**src/rtl/seeprom_pkg.sv**
```systemverilog
package seeprom_pkg;
  localparam int unsigned ADDR_W = 8;
  localparam logic [3:0]  DEV_TYPE = 4'b1010;

  typedef enum logic [2:0] {
    PH_IDLE,
    PH_DEV,
    PH_WADDR,
    PH_DATA,
    PH_SKIP
  } phase_e;
endpackage

```
**src/rtl/seeprom_line_sync.sv**
```systemverilog
module seeprom_line_sync #(
  parameter int unsigned STAGES = 2
) (
  input  logic clk_i,
  input  logic rst_ni,
  input  logic scl_i,
  input  logic sda_i,
  output logic sda_o,
  output logic scl_rise_o,
  output logic scl_fall_o,
  output logic start_o,
  output logic stop_o
);
  logic [STAGES-1:0] scl_ff, sda_ff;
  logic scl_d, sda_d, scl_s, sda_s;

  always_ff @(posedge clk_i or negedge rst_ni) begin
    if (!rst_ni) begin
      scl_ff <= '1;
      sda_ff <= '1;
      scl_d  <= 1'b1;
      sda_d  <= 1'b1;
    end else begin
      scl_ff <= {scl_ff[STAGES-2:0], scl_i};
      sda_ff <= {sda_ff[STAGES-2:0], sda_i};
      scl_d  <= scl_s;
      sda_d  <= sda_s;
    end
  end

  assign scl_s      = scl_ff[STAGES-1];
  assign sda_s      = sda_ff[STAGES-1];
  assign sda_o      = sda_s;
  assign scl_rise_o = scl_s & ~scl_d;
  assign scl_fall_o = ~scl_s & scl_d;
  // SDA edges while SCL held high
  assign start_o    = scl_s & scl_d & sda_d & ~sda_s;
  assign stop_o     = scl_s & scl_d & ~sda_d & sda_s;
endmodule

```
**src/rtl/seeprom_rx_fsm.sv**
```systemverilog
module seeprom_rx_fsm
  import seeprom_pkg::*;
(
  input  logic       clk_i,
  input  logic       rst_ni,
  input  logic       busy_i,
  input  logic [2:0] addr_sel_i,
  input  logic       sda_i,
  input  logic       scl_rise_i,
  input  logic       scl_fall_i,
  input  logic       start_i,
  input  logic       stop_i,
  output logic       ack_o,
  output logic [7:0] byte_o,
  output logic       wa_vld_o,
  output logic       dat_vld_o,
  output logic       clr_o,
  output logic       stop_ok_o
);
  phase_e     phase_q;
  logic [3:0] cnt_q;
  logic       in_ack_q;
  logic [7:0] sh_q;
  logic       dev_match;

  assign dev_match = (sh_q[7:4] == DEV_TYPE) && (sh_q[3:1] == addr_sel_i) && !sh_q[0];

  always_ff @(posedge clk_i or negedge rst_ni) begin
    if (!rst_ni) begin
      phase_q   <= PH_IDLE;
      cnt_q     <= '0;
      in_ack_q  <= 1'b0;
      sh_q      <= '0;
      ack_o     <= 1'b0;
      byte_o    <= '0;
      wa_vld_o  <= 1'b0;
      dat_vld_o <= 1'b0;
      clr_o     <= 1'b0;
      stop_ok_o <= 1'b0;
    end else begin
      wa_vld_o  <= 1'b0;
      dat_vld_o <= 1'b0;
      clr_o     <= 1'b0;
      stop_ok_o <= 1'b0;
      if (busy_i) begin
        phase_q  <= PH_IDLE;
        cnt_q    <= '0;
        in_ack_q <= 1'b0;
        ack_o    <= 1'b0;
      end else if (start_i) begin
        phase_q  <= PH_DEV;
        cnt_q    <= '0;
        in_ack_q <= 1'b0;
        ack_o    <= 1'b0;
        clr_o    <= 1'b1;
      end else if (stop_i) begin
        // a legal Stop follows exactly one SCL rise after the ack clock
        if (phase_q == PH_DATA && !in_ack_q && cnt_q <= 4'd1) stop_ok_o <= 1'b1;
        else clr_o <= 1'b1;
        phase_q  <= PH_IDLE;
        cnt_q    <= '0;
        in_ack_q <= 1'b0;
        ack_o    <= 1'b0;
      end else if (phase_q != PH_IDLE) begin
        if (scl_rise_i && !in_ack_q && cnt_q != 4'd8) begin
          sh_q  <= {sh_q[6:0], sda_i};
          cnt_q <= cnt_q + 4'd1;
        end else if (scl_fall_i && !in_ack_q && cnt_q == 4'd8) begin
          in_ack_q <= 1'b1;
          byte_o   <= sh_q;
          case (phase_q)
            PH_DEV: begin
              if (dev_match) begin
                ack_o   <= 1'b1;
                phase_q <= PH_WADDR;
              end else begin
                phase_q <= PH_SKIP;
              end
            end
            PH_WADDR: begin
              ack_o    <= 1'b1;
              wa_vld_o <= 1'b1;
              phase_q  <= PH_DATA;
            end
            PH_DATA: begin
              ack_o     <= 1'b1;
              dat_vld_o <= 1'b1;
            end
            default: ack_o <= 1'b0;
          endcase
        end else if (scl_fall_i && in_ack_q) begin
          in_ack_q <= 1'b0;
          ack_o    <= 1'b0;
          cnt_q    <= '0;
        end
      end
    end
  end
endmodule

```
**src/rtl/seeprom_page_array.sv**
```systemverilog
module seeprom_page_array
  import seeprom_pkg::*;
#(
  parameter int unsigned PAGE_W = 4
) (
  input  logic              clk_i,
  input  logic              rst_ni,
  input  logic              clr_i,
  input  logic              wa_vld_i,
  input  logic              dat_vld_i,
  input  logic [7:0]        byte_i,
  input  logic              stop_i,
  input  logic              wp_i,
  input  logic [ADDR_W-1:0] raddr_i,
  output logic [7:0]        rdata_o,
  output logic              commit_o
);
  localparam int unsigned DEPTH = 1 << ADDR_W;
  localparam int unsigned PAGE  = 1 << PAGE_W;

  logic [7:0]             mem_q  [DEPTH];
  logic [7:0]             pbuf_q [PAGE];
  logic [PAGE-1:0]        mask_q;
  logic [ADDR_W-1:0]      ptr_q;
  logic [ADDR_W-PAGE_W-1:0] page_base;
  logic [PAGE_W-1:0]      slot;

  assign page_base = ptr_q[ADDR_W-1:PAGE_W];
  assign slot      = ptr_q[PAGE_W-1:0];
  assign commit_o  = stop_i & ~wp_i & (|mask_q);
  assign rdata_o   = mem_q[raddr_i];

  always_ff @(posedge clk_i or negedge rst_ni) begin
    if (!rst_ni) begin
      ptr_q  <= '0;
      mask_q <= '0;
      for (int i = 0; i < PAGE; i++) pbuf_q[i] <= '0;
      for (int a = 0; a < DEPTH; a++) mem_q[a] <= 8'hFF;
    end else begin
      if (commit_o) begin
        for (int i = 0; i < PAGE; i++) begin
          if (mask_q[i]) mem_q[{page_base, PAGE_W'(i)}] <= pbuf_q[i];
        end
      end
      if (clr_i || stop_i) begin
        mask_q <= '0;
      end else if (wa_vld_i) begin
        ptr_q  <= byte_i;
        mask_q <= '0;
      end else if (dat_vld_i) begin
        pbuf_q[slot]         <= byte_i;
        mask_q[slot]         <= 1'b1;
        ptr_q[PAGE_W-1:0]    <= slot + 1'b1; // wraps inside the page
      end
    end
  end
endmodule

```
**src/rtl/seeprom_wr_ctrl.sv**
```systemverilog
module seeprom_wr_ctrl
  import seeprom_pkg::*;
#(
  parameter int unsigned WR_CYCLES   = 150000,
  parameter int unsigned PAGE_W      = 4,
  parameter int unsigned SYNC_STAGES = 2
) (
  input  logic       clk_i,
  input  logic       rst_ni,
  input  logic       scl_i,
  input  logic       sda_i,
  output logic       sda_pull_o,
  input  logic       wp_i,
  input  logic [2:0] addr_sel_i,
  output logic       busy_o,
  input  logic [7:0] rd_addr_i,
  output logic [7:0] rd_data_o
);
  localparam int unsigned CNT_W = (WR_CYCLES > 1) ? $clog2(WR_CYCLES) : 1;

  logic sda_s, scl_rise, scl_fall, start_p, stop_p;
  logic [7:0] rx_byte;
  logic wa_vld, dat_vld, clr, stop_ok, commit;
  logic busy_q;
  logic [CNT_W-1:0] wcnt_q;

  seeprom_line_sync #(.STAGES(SYNC_STAGES)) u_sync (
    .clk_i      (clk_i),
    .rst_ni     (rst_ni),
    .scl_i      (scl_i),
    .sda_i      (sda_i),
    .sda_o      (sda_s),
    .scl_rise_o (scl_rise),
    .scl_fall_o (scl_fall),
    .start_o    (start_p),
    .stop_o     (stop_p)
  );

  seeprom_rx_fsm u_fsm (
    .clk_i      (clk_i),
    .rst_ni     (rst_ni),
    .busy_i     (busy_q),
    .addr_sel_i (addr_sel_i),
    .sda_i      (sda_s),
    .scl_rise_i (scl_rise),
    .scl_fall_i (scl_fall),
    .start_i    (start_p),
    .stop_i     (stop_p),
    .ack_o      (sda_pull_o),
    .byte_o     (rx_byte),
    .wa_vld_o   (wa_vld),
    .dat_vld_o  (dat_vld),
    .clr_o      (clr),
    .stop_ok_o  (stop_ok)
  );

  seeprom_page_array #(.PAGE_W(PAGE_W)) u_arr (
    .clk_i     (clk_i),
    .rst_ni    (rst_ni),
    .clr_i     (clr),
    .wa_vld_i  (wa_vld),
    .dat_vld_i (dat_vld),
    .byte_i    (rx_byte),
    .stop_i    (stop_ok),
    .wp_i      (wp_i),
    .raddr_i   (rd_addr_i),
    .rdata_o   (rd_data_o),
    .commit_o  (commit)
  );

  always_ff @(posedge clk_i or negedge rst_ni) begin
    if (!rst_ni) begin
      busy_q <= 1'b0;
      wcnt_q <= '0;
    end else if (commit) begin
      busy_q <= 1'b1;
      wcnt_q <= '0;
    end else if (busy_q) begin
      if (wcnt_q == CNT_W'(WR_CYCLES - 1)) busy_q <= 1'b0;
      else wcnt_q <= wcnt_q + 1'b1;
    end
  end

  assign busy_o = busy_q;
endmodule

```
**config.mk**
```make
export PLATFORM = sky130hd
export DESIGN_NAME = seeprom_wr_ctrl
export DESIGN_NICKNAME = d
export VERILOG_FILES = /design/src/rtl/seeprom_pkg.sv /design/src/rtl/seeprom_line_sync.sv /design/src/rtl/seeprom_rx_fsm.sv /design/src/rtl/seeprom_page_array.sv /design/src/rtl/seeprom_wr_ctrl.sv
export SDC_FILE = /design/constraint.sdc
export NUM_CORES = 2
export LEC_CHECK = 0
export BUFFER_PORTS_ARGS = -buffer_cell sky130_fd_sc_hd__buf_2
export CAP_MARGIN = 0
export CORE_UTILIZATION = 28
export CTS_CLUSTER_DIAMETER = 80
export CTS_CLUSTER_SIZE = 12
export DETAILED_ROUTE_END_ITERATION = 16
export PLACE_DENSITY = 0.51
export SLEW_MARGIN = 20
export SYNTH_ARGS = -nofsm -noshare
export SYNTH_HDL_FRONTEND = slang
export SYNTH_SLANG_ARGS = --single-unit
```
**constraint.sdc**
```tcl
create_clock -name clk_i -period 3.7 [get_ports clk_i]
set_clock_uncertainty 0.05 [all_clocks]
set_input_delay 0.185 -clock clk_i [delete_from_list [all_inputs] [get_ports clk_i]]
set_output_delay 0.185 -clock clk_i [all_outputs]
set_load 0.005 [all_outputs]
```
==> impl_metrics.env <==
export IMPL_port_buffers=25
export IMPL_reg2reg_depth=9
export IMPL_synth_top_flop_cell="dfstp_2"
export IMPL_drt_initial_drc_count=5747
export IMPL_start_kind="flop"
export IMPL_power_switching_uw=11100
export IMPL_clkSinkCount=2254
export IMPL_yosysTopAreaCellShare_pct=52.2
export IMPL_met1_usage_pct=29.5
export IMPL_pre_cts_ws_ns=-0.577
export IMPL_finalWorstSetupSlack_ns=-0.0130
export IMPL_fp_row_count=222
export IMPL_cts_setup_buffers=0
export IMPL_synth_seq_area_share_pct=57.0
export IMPL_yosysWarnings=0
export IMPL_reg2reg_to="u_arr.mem_q[1280]$_DFFE_PN1P_"
export IMPL_overflow=0
export IMPL_avgSynthCellArea_um2=15.7
export IMPL_synthTopCellsByCount="mux2_2 (2153), dfstp_2 (2054), mux4_2 (428)"
export IMPL_synth_edf_count=0
export IMPL_worstPathBufferInverterCount=3
export IMPL_tritoncts="done"
export IMPL_outcome="complete, but fails checks"
export IMPL_slew_headroom_pct=18.6
export IMPL_grt_pass1_vias=67400
export IMPL_intPower_uw=35900
export IMPL_ios=26
export IMPL_antenna_found_initial=71
export IMPL_crit_path_frequent_cell="buf_2"
export IMPL_max_freq_mhz=269
export IMPL_synth_area_leader_cell="dfstp_2"
export IMPL_cts_root_buf="clkbuf_16"
export IMPL_clock_power_share_pct=43.3
export IMPL_crit_slowest_cell="a22oi_1"
export IMPL_ys_async_sr_fraction_pct=100
export IMPL_nNetsFinal=7224
export IMPL_ys_types=69
export IMPL_die_w_um=610
export IMPL_rrSetupSlack_ns=0.31
export IMPL_worstPathArrival_ns=3.48
export IMPL_die_h_um=610
export IMPL_grt_busiest_layer="met2"
export IMPL_crit_path_max_incr_delay_ns=0.59
export IMPL_hp_class="primary input to async pin"
export IMPL_met2_usage_pct=32.9
export IMPL_clk_pin_slew_ns=0.07
export IMPL_finalMaxSlewViolations=0
export IMPL_coreArea_um2=367000
export IMPL_min_period_ns=3.71
export IMPL_max_vdd_ir_drop_mv=0.394
export IMPL_finalHoldViolCount=0
export IMPL_firstDrtPassIters=5
export IMPL_syn_nets=6604
export IMPL_path_cells="mux4_2, a22oi_1, a21oi_1, nor3_1, buf_4, a221oi_1, buf_2, buf_2"
export IMPL_max_cap_violations=0
export IMPL_swShare_pct=23.5
export IMPL_reg2reg_from="u_arr.mask_q[11]$_DFFE_PN0P_"
export IMPL_syn_area_um2=103000
export IMPL_grt_max_degree=138
export IMPL_fp_dieArea_um2=372000
export IMPL_failed_checks="negative setup slack"
export IMPL_gp_congestion=1.01
export IMPL_p_seq_share_pct=52.8
export IMPL_tns_ns=-0.0130
export IMPL_path_max_fanout=2
export IMPL_post_route_period_util_pct=100
export IMPL_end_kind="output port"
export IMPL_worstPathRequired_ns=3.46
export IMPL_start_util_pct=28.2
export IMPL_worst_slew_pin_slew_ns=1.22
export IMPL_drt_wirelength_per_cell_um=33.1
export IMPL_drt_antenna_violating_nets=0
export IMPL_synth_seq_cells=2254
export IMPL_p_leak_uw=0.0498
export IMPL_drive_gt1_share_pct=81.2
export IMPL_instances_no_fill=12100
export IMPL_pwr_share_comb_pct=3.9
export IMPL_wl_um=400000
export IMPL_via_per_inst=5.32
export IMPL_vias=64400
export IMPL_area_growth_pct=18.8
export IMPL_synth_cells=6580
export IMPL_synth_most_common_cell="mux2_2"
export IMPL_nFillCells=35300
export IMPL_clk_latency_ns=0.92
export IMPL_htreeDepth=4
export IMPL_synth_area_top_cells="dfstp_2 (52%), mux2_2 (23%), mux4_2 (9.3%), dfrtp_1 (4.8%), mux2i_1 (1.4%)"
export IMPL_hold_ws_ns=0.139
export IMPL_grt_pass1_wl_um=556000
export IMPL_cts_buffers=214
export IMPL_setup_violations=1
export IMPL_drcViolationCount=0
export IMPL_crit_type="flop to output port"
export IMPL_use_met3_pct=4.11
export IMPL_clk_path_buf_depth=4
export IMPL_grt_util_all_layers_pct=21.2
export IMPL_pwr_density_cell_nw_per_um2=382
export IMPL_post_dp_hpwl_um=266000
export IMPL_placedCellCount=11800
export IMPL_cpLargestDelayFamily="compound AO/OA/AOI/OAI gates"
[how the worst max path moves through the flow]
stage                                  startpoint           end  cells after the start
floorplan                            rd_addr_i[0]  rd_data_o[5]                      8
global placement                     rd_addr_i[0]  rd_data_o[4]                     11
detailed placement                   rd_addr_i[0]  rd_data_o[0]                     11
CTS                 u_arr.mem_q[1697]$_DFFE_PN1P_  rd_data_o[1]                      8
global route         u_arr.mem_q[356]$_DFFE_PN1P_  rd_data_o[4]                      9
finish              u_arr.mem_q[1002]$_DFFE_PN1P_  rd_data_o[2]                      8
[repair_timing]
action,4_1_cts,5_1_grt
hold buffers,8,0
setup endpoints to repair,8,7
resized for setup,75,11
pin swaps,3,8
endpoints found under the hold margin,179,0
[metrics by stage]
step	util, %	area [µm²]	total power (µW)
3_3_place_gp	31.8	116000	26900
2_1_floorplan	-	103000	25800
5_1_grt	33.5	123000	48400
6_report	33.5	123000	47000
3_5_place_dp	31.8	116000	27000
4_1_cts	33.5	123000	47500
[power by group through the flow]
stage / clock [µW] / sequential (µW) / combinational (µW)
3_5_place_dp: 0 / 25100 / 1820
6_report: 20300 / 24800 / 1840
2_1_floorplan: 0 / 25100 / 698
3_3_place_gp: 0 / 25100 / 1800
4_1_cts: 20800 / 24800 / 1860
5_1_grt: 21700 / 24800 / 1970
[cell families (layout without fill, tap and decap cells)]
logic type	after synthesis	in the layout	share of synthesized area, %
AOI/OAI and AO/OA	525	525	3.53
other	0	23	0
xor gates and xnor gates	18	18	0.152
muxes	2770	2770	34.7
and+or+nand+nor	566	566	2.64
DFF	2254	2254	57.0
adders and majority gates	8	8	0.0968
buffers and inverters	439	1120	1.89
[cell type report]
cell class / count / area, µm² / share of cell area, %
flip-flops and latches: 2254 / 59000 / 48.0
clock inverters: 17 / 228 / 0.185
repair buffers: 818 / 8840 / 7.19
clock buffers: 260 / 5570 / 4.53
well taps: 4816 / 6030 / 4.90
multi-input cells: 3887 / 43000 / 35.0
inverters: 25 / 93.8 / 0.0764
diodes: 23 / 57.6 / 0.0468
[cell usage in the layout (no fill, tap or decap), types with 43 or more instances in the layout]
| master | synthesis | layout |
|---|---|---|
| clkbuf_1 | 247 | 44 |
| clkbuf_16 | 0 | 216 |
| nand2_1 | 274 | 274 |
| mux2_1 | 47 | 47 |
| mux4_2 | 428 | 428 |
| buf_4 | 34 | 567 |
| dfrtp_1 | 200 | 164 |
| nor2_1 | 54 | 43 |
| nand2_2 | 70 | 70 |
| buf_12 | 0 | 216 |
| a22oi_1 | 177 | 138 |
| o221ai_1 | 43 | 43 |
| dfstp_2 | 2054 | 2054 |
| a21oi_1 | 113 | 106 |
| mux2_2 | 2153 | 2153 |
| mux2i_1 | 142 | 142 |
[worst reg2reg max path, stage by stage, from the launching register on]
cell and delay [ns]:
dfrtp_1 0.37, buf_4 0.20, nor4_1 0.09, buf_4 0.16
a41oi_2 0.40, nand2_1 0.10, buf_4 0.18, nor2_4 0.88
nand2_2 0.45, mux2_2 0.40
[registers in the layout (all words and copies together), names as in the netlist]
| register | cells |
|---|---|
| u_sync.scl_d | 1 |
| u_fsm.dat_vld_o | 1 |
| u_fsm.phase_q | 3 |
| u_fsm.wa_vld_o | 1 |
| u_fsm.sh_q | 8 |
| u_sync.scl_ff | 2 |
| u_arr.mem_q | 2048 |
| u_fsm.ack_o | 1 |
| u_fsm.byte_o | 8 |
| u_sync.sda_ff | 2 |
| u_arr.pbuf_q | 128 |
| busy_o | 1 |
| u_fsm.in_ack_q | 1 |
| u_fsm.cnt_q | 4 |
| u_fsm.stop_ok_o | 1 |
| u_arr.mask_q | 16 |
| u_sync.sda_d | 1 |
| u_arr.ptr_q | 8 |
| wcnt_q | 18 |
| u_fsm.clr_o | 1 |
[routing by layer]
layer	vias up	part of all wire (%)
met1	35800	44
met4	6	4.1
met5	-	0.0087
li1	25900	-
met3	587	6.6
met2	2185	45
(Power assumes the default switching activity.)
